==> src/rtl/intlat_pkg.sv <==
package intlat_pkg;

  typedef enum logic [3:0] {
    OPC_ALU    = 4'd0,
    OPC_LOAD   = 4'd1,
    OPC_STORE  = 4'd2,
    OPC_BRANCH = 4'd3,
    OPC_JUMP   = 4'd4,
    OPC_MUL32  = 4'd5,
    OPC_MUL64  = 4'd6,
    OPC_DIV32  = 4'd7,
    OPC_DIV64  = 4'd8
  } opc_e;

  localparam int NUM_TRK    = 4;
  localparam int TRK_MD_OCC = 0;  // multiply/divide unit occupancy
  localparam int TRK_MD_RES = 1;  // multiply/divide result pending
  localparam int TRK_LD_RES = 2;  // load data pending
  localparam int TRK_CTL    = 3;  // branch/jump repeat

  function automatic logic opc_is_md(input logic [3:0] op);
    return (op == OPC_MUL32) || (op == OPC_MUL64) ||
           (op == OPC_DIV32) || (op == OPC_DIV64);
  endfunction

  function automatic logic opc_is_ctl(input logic [3:0] op);
    return (op == OPC_BRANCH) || (op == OPC_JUMP);
  endfunction

endpackage

==> src/rtl/intlat_decode.sv <==
module intlat_decode
  import intlat_pkg::*;
#(
  parameter int LAT_MUL32 = 8,
  parameter int LAT_MUL64 = 12,
  parameter int LAT_DIV32 = 36,
  parameter int LAT_DIV64 = 68,
  parameter int LAT_LOAD  = 2,
  parameter int REP_CTL   = 2,
  parameter int CNT_W     = 7
) (
  input  logic                            fire,
  input  logic [3:0]                      op,
  output logic [NUM_TRK-1:0]              trk_ld,
  output logic [NUM_TRK-1:0][CNT_W-1:0]   trk_val
);

  // A tracker loaded with N-1 reaches zero N cycles after issue.
  localparam logic [CNT_W-1:0] V_MUL32 = CNT_W'(LAT_MUL32 - 1);
  localparam logic [CNT_W-1:0] V_MUL64 = CNT_W'(LAT_MUL64 - 1);
  localparam logic [CNT_W-1:0] V_DIV32 = CNT_W'(LAT_DIV32 - 1);
  localparam logic [CNT_W-1:0] V_DIV64 = CNT_W'(LAT_DIV64 - 1);
  localparam logic [CNT_W-1:0] V_LOAD  = CNT_W'(LAT_LOAD - 1);
  localparam logic [CNT_W-1:0] V_CTL   = CNT_W'(REP_CTL - 1);

  logic [CNT_W-1:0] md_val;

  always_comb begin
    unique case (op)
      OPC_MUL64: md_val = V_MUL64;
      OPC_DIV32: md_val = V_DIV32;
      OPC_DIV64: md_val = V_DIV64;
      default:   md_val = V_MUL32;
    endcase
  end

  always_comb begin
    trk_ld  = '0;
    trk_val = '0;
    trk_val[TRK_MD_OCC] = md_val;
    trk_val[TRK_MD_RES] = md_val;
    trk_val[TRK_LD_RES] = V_LOAD;
    trk_val[TRK_CTL]    = V_CTL;
    if (fire) begin
      trk_ld[TRK_MD_OCC] = opc_is_md(op);
      trk_ld[TRK_MD_RES] = opc_is_md(op);
      trk_ld[TRK_LD_RES] = (op == OPC_LOAD);
      trk_ld[TRK_CTL]    = opc_is_ctl(op);
    end
  end

endmodule

==> src/rtl/intlat_countdown.sv <==
module intlat_countdown #(
  parameter int CNT_W = 7
) (
  input  logic             clk,
  input  logic             rst_n,
  input  logic             ld,
  input  logic [CNT_W-1:0] ld_val,
  output logic [CNT_W-1:0] cnt,
  output logic             busy
);

  logic [CNT_W-1:0] cnt_q;
  logic [CNT_W-1:0] cnt_nx;
  logic             cnt_en;

  assign busy   = (cnt_q != '0);
  assign cnt_en = ld | busy;
  assign cnt    = cnt_q;

  always_comb begin
    if (ld) begin
      cnt_nx = ld_val;
    end else begin
      cnt_nx = cnt_q - 1'b1;
    end
  end

  always_ff @(posedge clk or negedge rst_n) begin
    if (!rst_n) begin
      cnt_q <= '0;
    end else if (cnt_en) begin
      cnt_q <= cnt_nx;
    end
  end

endmodule

==> src/rtl/intlat_interlock.sv <==
module intlat_interlock
  import intlat_pkg::*;
#(
  parameter int LAT_MUL32 = 8,
  parameter int LAT_MUL64 = 12,
  parameter int LAT_DIV32 = 36,
  parameter int LAT_DIV64 = 68,
  parameter int LAT_LOAD  = 2,
  parameter int REP_CTL   = 2
) (
  input  logic       clk,
  input  logic       rst_n,
  input  logic       issue_vld,
  input  logic [3:0] issue_op,
  input  logic       issue_rd_md,
  input  logic       issue_rd_load,
  output logic       stall,
  output logic       issue_go
);

  localparam int MAX_A   = (LAT_MUL32 > LAT_MUL64) ? LAT_MUL32 : LAT_MUL64;
  localparam int MAX_B   = (LAT_DIV32 > LAT_DIV64) ? LAT_DIV32 : LAT_DIV64;
  localparam int MAX_C   = (LAT_LOAD  > REP_CTL)   ? LAT_LOAD  : REP_CTL;
  localparam int MAX_AB  = (MAX_A > MAX_B) ? MAX_A : MAX_B;
  localparam int MAX_LAT = (MAX_AB > MAX_C) ? MAX_AB : MAX_C;
  localparam int CNT_W   = $clog2(MAX_LAT + 1);

  logic [NUM_TRK-1:0]            trk_ld;
  logic [NUM_TRK-1:0][CNT_W-1:0] trk_val;
  logic [NUM_TRK-1:0][CNT_W-1:0] trk_cnt;
  logic [NUM_TRK-1:0]            trk_busy;

  logic hit_md_occ;
  logic hit_md_res;
  logic hit_ld_res;
  logic hit_ctl;

  intlat_decode #(
    .LAT_MUL32 (LAT_MUL32),
    .LAT_MUL64 (LAT_MUL64),
    .LAT_DIV32 (LAT_DIV32),
    .LAT_DIV64 (LAT_DIV64),
    .LAT_LOAD  (LAT_LOAD),
    .REP_CTL   (REP_CTL),
    .CNT_W     (CNT_W)
  ) u_decode (
    .fire    (issue_go),
    .op      (issue_op),
    .trk_ld  (trk_ld),
    .trk_val (trk_val)
  );

  for (genvar g = 0; g < NUM_TRK; g++) begin : g_trk
    intlat_countdown #(
      .CNT_W (CNT_W)
    ) u_cnt (
      .clk    (clk),
      .rst_n  (rst_n),
      .ld     (trk_ld[g]),
      .ld_val (trk_val[g]),
      .cnt    (trk_cnt[g]),
      .busy   (trk_busy[g])
    );
  end

  always_comb begin
    hit_md_occ = opc_is_md(issue_op)  & trk_busy[TRK_MD_OCC];
    hit_md_res = issue_rd_md          & trk_busy[TRK_MD_RES];
    hit_ld_res = issue_rd_load        & trk_busy[TRK_LD_RES];
    hit_ctl    = opc_is_ctl(issue_op) & trk_busy[TRK_CTL];
    stall      = issue_vld & (hit_md_occ | hit_md_res | hit_ld_res | hit_ctl);
    issue_go   = issue_vld & ~stall;
  end

endmodule

==> config.mk <==
export PLATFORM = sky130hd
export DESIGN_NAME = intlat_interlock
export DESIGN_NICKNAME = d
export VERILOG_FILES = /design/src/rtl/intlat_pkg.sv /design/src/rtl/intlat_decode.sv /design/src/rtl/intlat_countdown.sv /design/src/rtl/intlat_interlock.sv
export SDC_FILE = /design/constraint.sdc
export NUM_CORES = 1
export LEC_CHECK = 0
export ABC_AREA = 1
export ABC_CLOCK_PERIOD_IN_PS = 2800
export BUFFER_PORTS_ARGS = -buffer_cell sky130_fd_sc_hd__buf_2
export CORE_ASPECT_RATIO = 0.8
export CORE_MARGIN = 2
export CORE_UTILIZATION = 50
export CTS_CLUSTER_SIZE = 8
export DETAILED_ROUTE_END_ITERATION = 8
export PLACE_DENSITY = 0.66
export SLEW_MARGIN = 30
export SYNTH_ARGS = -nofsm -noshare
export SYNTH_HDL_FRONTEND = slang
export SYNTH_SLANG_ARGS = --single-unit
==> constraint.sdc <==
create_clock -name clk -period 2.8 [get_ports clk]
set_clock_uncertainty 0.15 [all_clocks]
set_input_delay 0.14 -clock clk [delete_from_list [all_inputs] [get_ports clk]]
set_output_delay 0.14 -clock clk [all_outputs]
set_load 0.05 [all_outputs]
==> results.json <==
{
  "final_util_pct": 55.9,
  "synthTopCellsByArea": "dfrtp_1 40%, nand2_1 11%, inv_1 10%",
  "ir_drop_uv": 582,
  "yosys_register_bits": 28,
  "yosys_warnings": 0,
  "drive_above_1_share_pct": 20.2,
  "fin_crit_sh_pct": 81.3,
  "grt_pass1_vias": 1246,
  "power_density_mw_per_mm2": 961,
  "dp_hpwl_um": 2230,
  "yosysTopAreaCell": "dfrtp_1",
  "async_flop_share_pct": 100,
  "synthToLayoutAreaGrowth_pct": 7.88,
  "coreArea_mm2": 0.00340,
  "clkLatencyLatePin_ns": 0.27,
  "hold_class": "input pin to flop",
  "vias": 1323,
  "post_cts_resized": 0,
  "n_antenna_cell": 0,
  "ys.flop_type": "dfrtp_1",
  "fin_nets": 258,
  "p_leak_nw": 1.11,
  "gp_congestion": 0.848,
  "tns_ns": 0,
  "path_clk_slew_ns": 0.09,
  "post_cts_buffers": 0,
  "yosys-top-cells-count": "54 x nand2_1, 48 x inv_1, 28 x dfrtp_1, 14 x nor2_1, 13 x nand3_1",
  "synth_area_mm2": 0.00176,
  "antenna_found_initial": 0,
  "cts-root-buf": "clkbuf_8",
  "critPathSlowestCell": "dfrtp_1",
  "cp_slowest_stage_delay_ns": 0.38,
  "cts_made_buffers": 3,
  "wl_per_cell_um": 10.3,
  "cts_buffer_depth": 2,
  "avgSynthCellArea_um2": 7.66,
  "synth_seq_area_share_pct": 39.7,
  "p_total_w": 0.00183,
  "rows": 19,
  "worstPathArrival_ns": 1.99,
  "ys_types": 29,
  "first_iter_violations": 41,
  "layout.cells.non_filler": 285,
  "grt_max_degree": 29,
  "setup_violations": 0,
  "synth_top_area_share_pct": 39.7,
  "cap_violations": 0,
  "critPathCaptureType": "primary output",
  "drc": 0,
  "tightest_slew_ns": 0.647,
  "dp.cells": 281,
  "cts_tree": "built",
  "grt_pass1_wl_um": 5450,
  "initial_core_util_pct": 51.9,
  "synth_nets": 243,
  "critPathLaunchType": "flop",
  "htreeDepth": 1,
  "vias_per_cell": 4.64,
  "pre_cts_slack_ns": 0.774,
  "cp_cell_sequence": "inv_1 -> ha_1 -> inv_1 -> nor2_1 -> nand3_2 -> nand2_1 -> nand2_4 -> nor3_4 -> buf_2",
  "fmax_ghz": 0.439,
  "rsz0062_at_grt": "false",
  "hold_viol_final": 0,
  "finalWirelength_um": 2920,
  "grt_overflow": 0,
  "synth_edf_count": 0,
  "largest_reg_flops": 28,
  "dr.pass1.iters": 4,
  "worstPathRequired_ns": 2.51,
  "cts_hold_buf": 1,
  "critPathMostFrequentCell": "inv_1",
  "portBuffers": 10,
  "syn_inst": 230,
  "die_h_um": 57.1,
  "status": "completed",
  "crit_fanout": 4,
  "ios": 11,
  "grt.total_usage_pct": 17.2,
  "yosys.cell_count.top_type": "nand2_1",
  "crit_type": "flop to primary output",
  "clock-sinks": 28,
  "finalWorstSetupSlack_ns": 0.524,
  "die_area_mm2": 0.00402,
  "die_x_um": 70.4,
  "antenna_left": 0,
  "slew_headroom_pct": 56.8,
  "slew_violations": 0,
  "fin_crit_ns": 2.28
}
-- where the power goes --
part	switching [W]	internal, W
registers	0.000148	0.000602
clock network	0.000119	0.0000966
logic	0.000511	0.000349
-- stage by stage --
stage | cell area (um2) | hold WS, ns
after floorplan | 1760 | -0.306
after global placement | 1850 | 0.0591
after global routing | 1900 | 0.113
after CTS | 1900 | 0.0804
final | 1900 | 0.0914
after detailed placement | 1850 | 0.0545
-- worst paths after layout --
| path | end | from | slack (ns) | cells after the start |
|---|---|---|---|---|
| worst max-delay path | issue_go | g_trk[1].u_cnt.cnt[0] | 0.52 | 9 |
| max in group asynchronous | g_trk[1].u_cnt.cnt[0] | rst_n | 1.81 | 2 |
| worst max register to register | g_trk[1].u_cnt.cnt[3] | g_trk[2].u_cnt.cnt[0] | 0.80 | 13 |
| worst min register to register | g_trk[3].u_cnt.cnt[6] | g_trk[3].u_cnt.cnt[6] | 0.34 | 2 |
| min in group asynchronous | g_trk[3].u_cnt.cnt[1] | rst_n | 0.27 | 2 |
| worst min-delay path | g_trk[1].u_cnt.cnt[6] | issue_op[2] | 0.09 | 4 |
-- routing by layer --
layer | up-vias | part of all wire, % | global-route usage, %
met2 | 9 | 45 | 27.1
li1 | 720 | - | -
met5 | - | 0 | 0
met4 | 0 | 0.85 | 4.12
met3 | 4 | 2.6 | 4.42
met1 | 590 | 51 | 24.0
-- worst max-delay path: cells and delay by family (launching register included) --
| family | cells | cell delay, ns |
|---|---|---|
| buffers and inverters | 3 | 0.47 |
| adders and majority gates | 1 | 0.18 |
| DFF | 1 | 0.38 |
| and+or+nand+nor | 5 | 0.69 |
-- cell families after synthesis --
group                      after synthesis  share of synthesized area [%]
and+or+nand+nor                        119                           35.2
buffers and inverters                   56                           12.6
adders and majority gates                4                           2.84
AOI/OAI and AO/OA                       12                           4.19
xor gates and xnor gates                11                           5.47
DFF                                     28                           39.7
-- cells in the final DEF, fill, tap and decap left out, types with 7 or more instances in the layout --
cell,n
nand3_1,13
inv_2,7
inv_1,48
nor2_2,7
nand2_1,54
xor2_1,9
buf_2,10
nor2_1,14
dfrtp_1,28
nand2_2,11
-- layout make-up --
type                    count  area, um2
clock buffers               3       41.3
multi-input cells         146        841
repair buffers             11       60.1
inverters                  55        206
flip-flops and latches     28        701
well taps                  42       52.6
fillers                   352       1500
(Power assumes the default switching activity.)
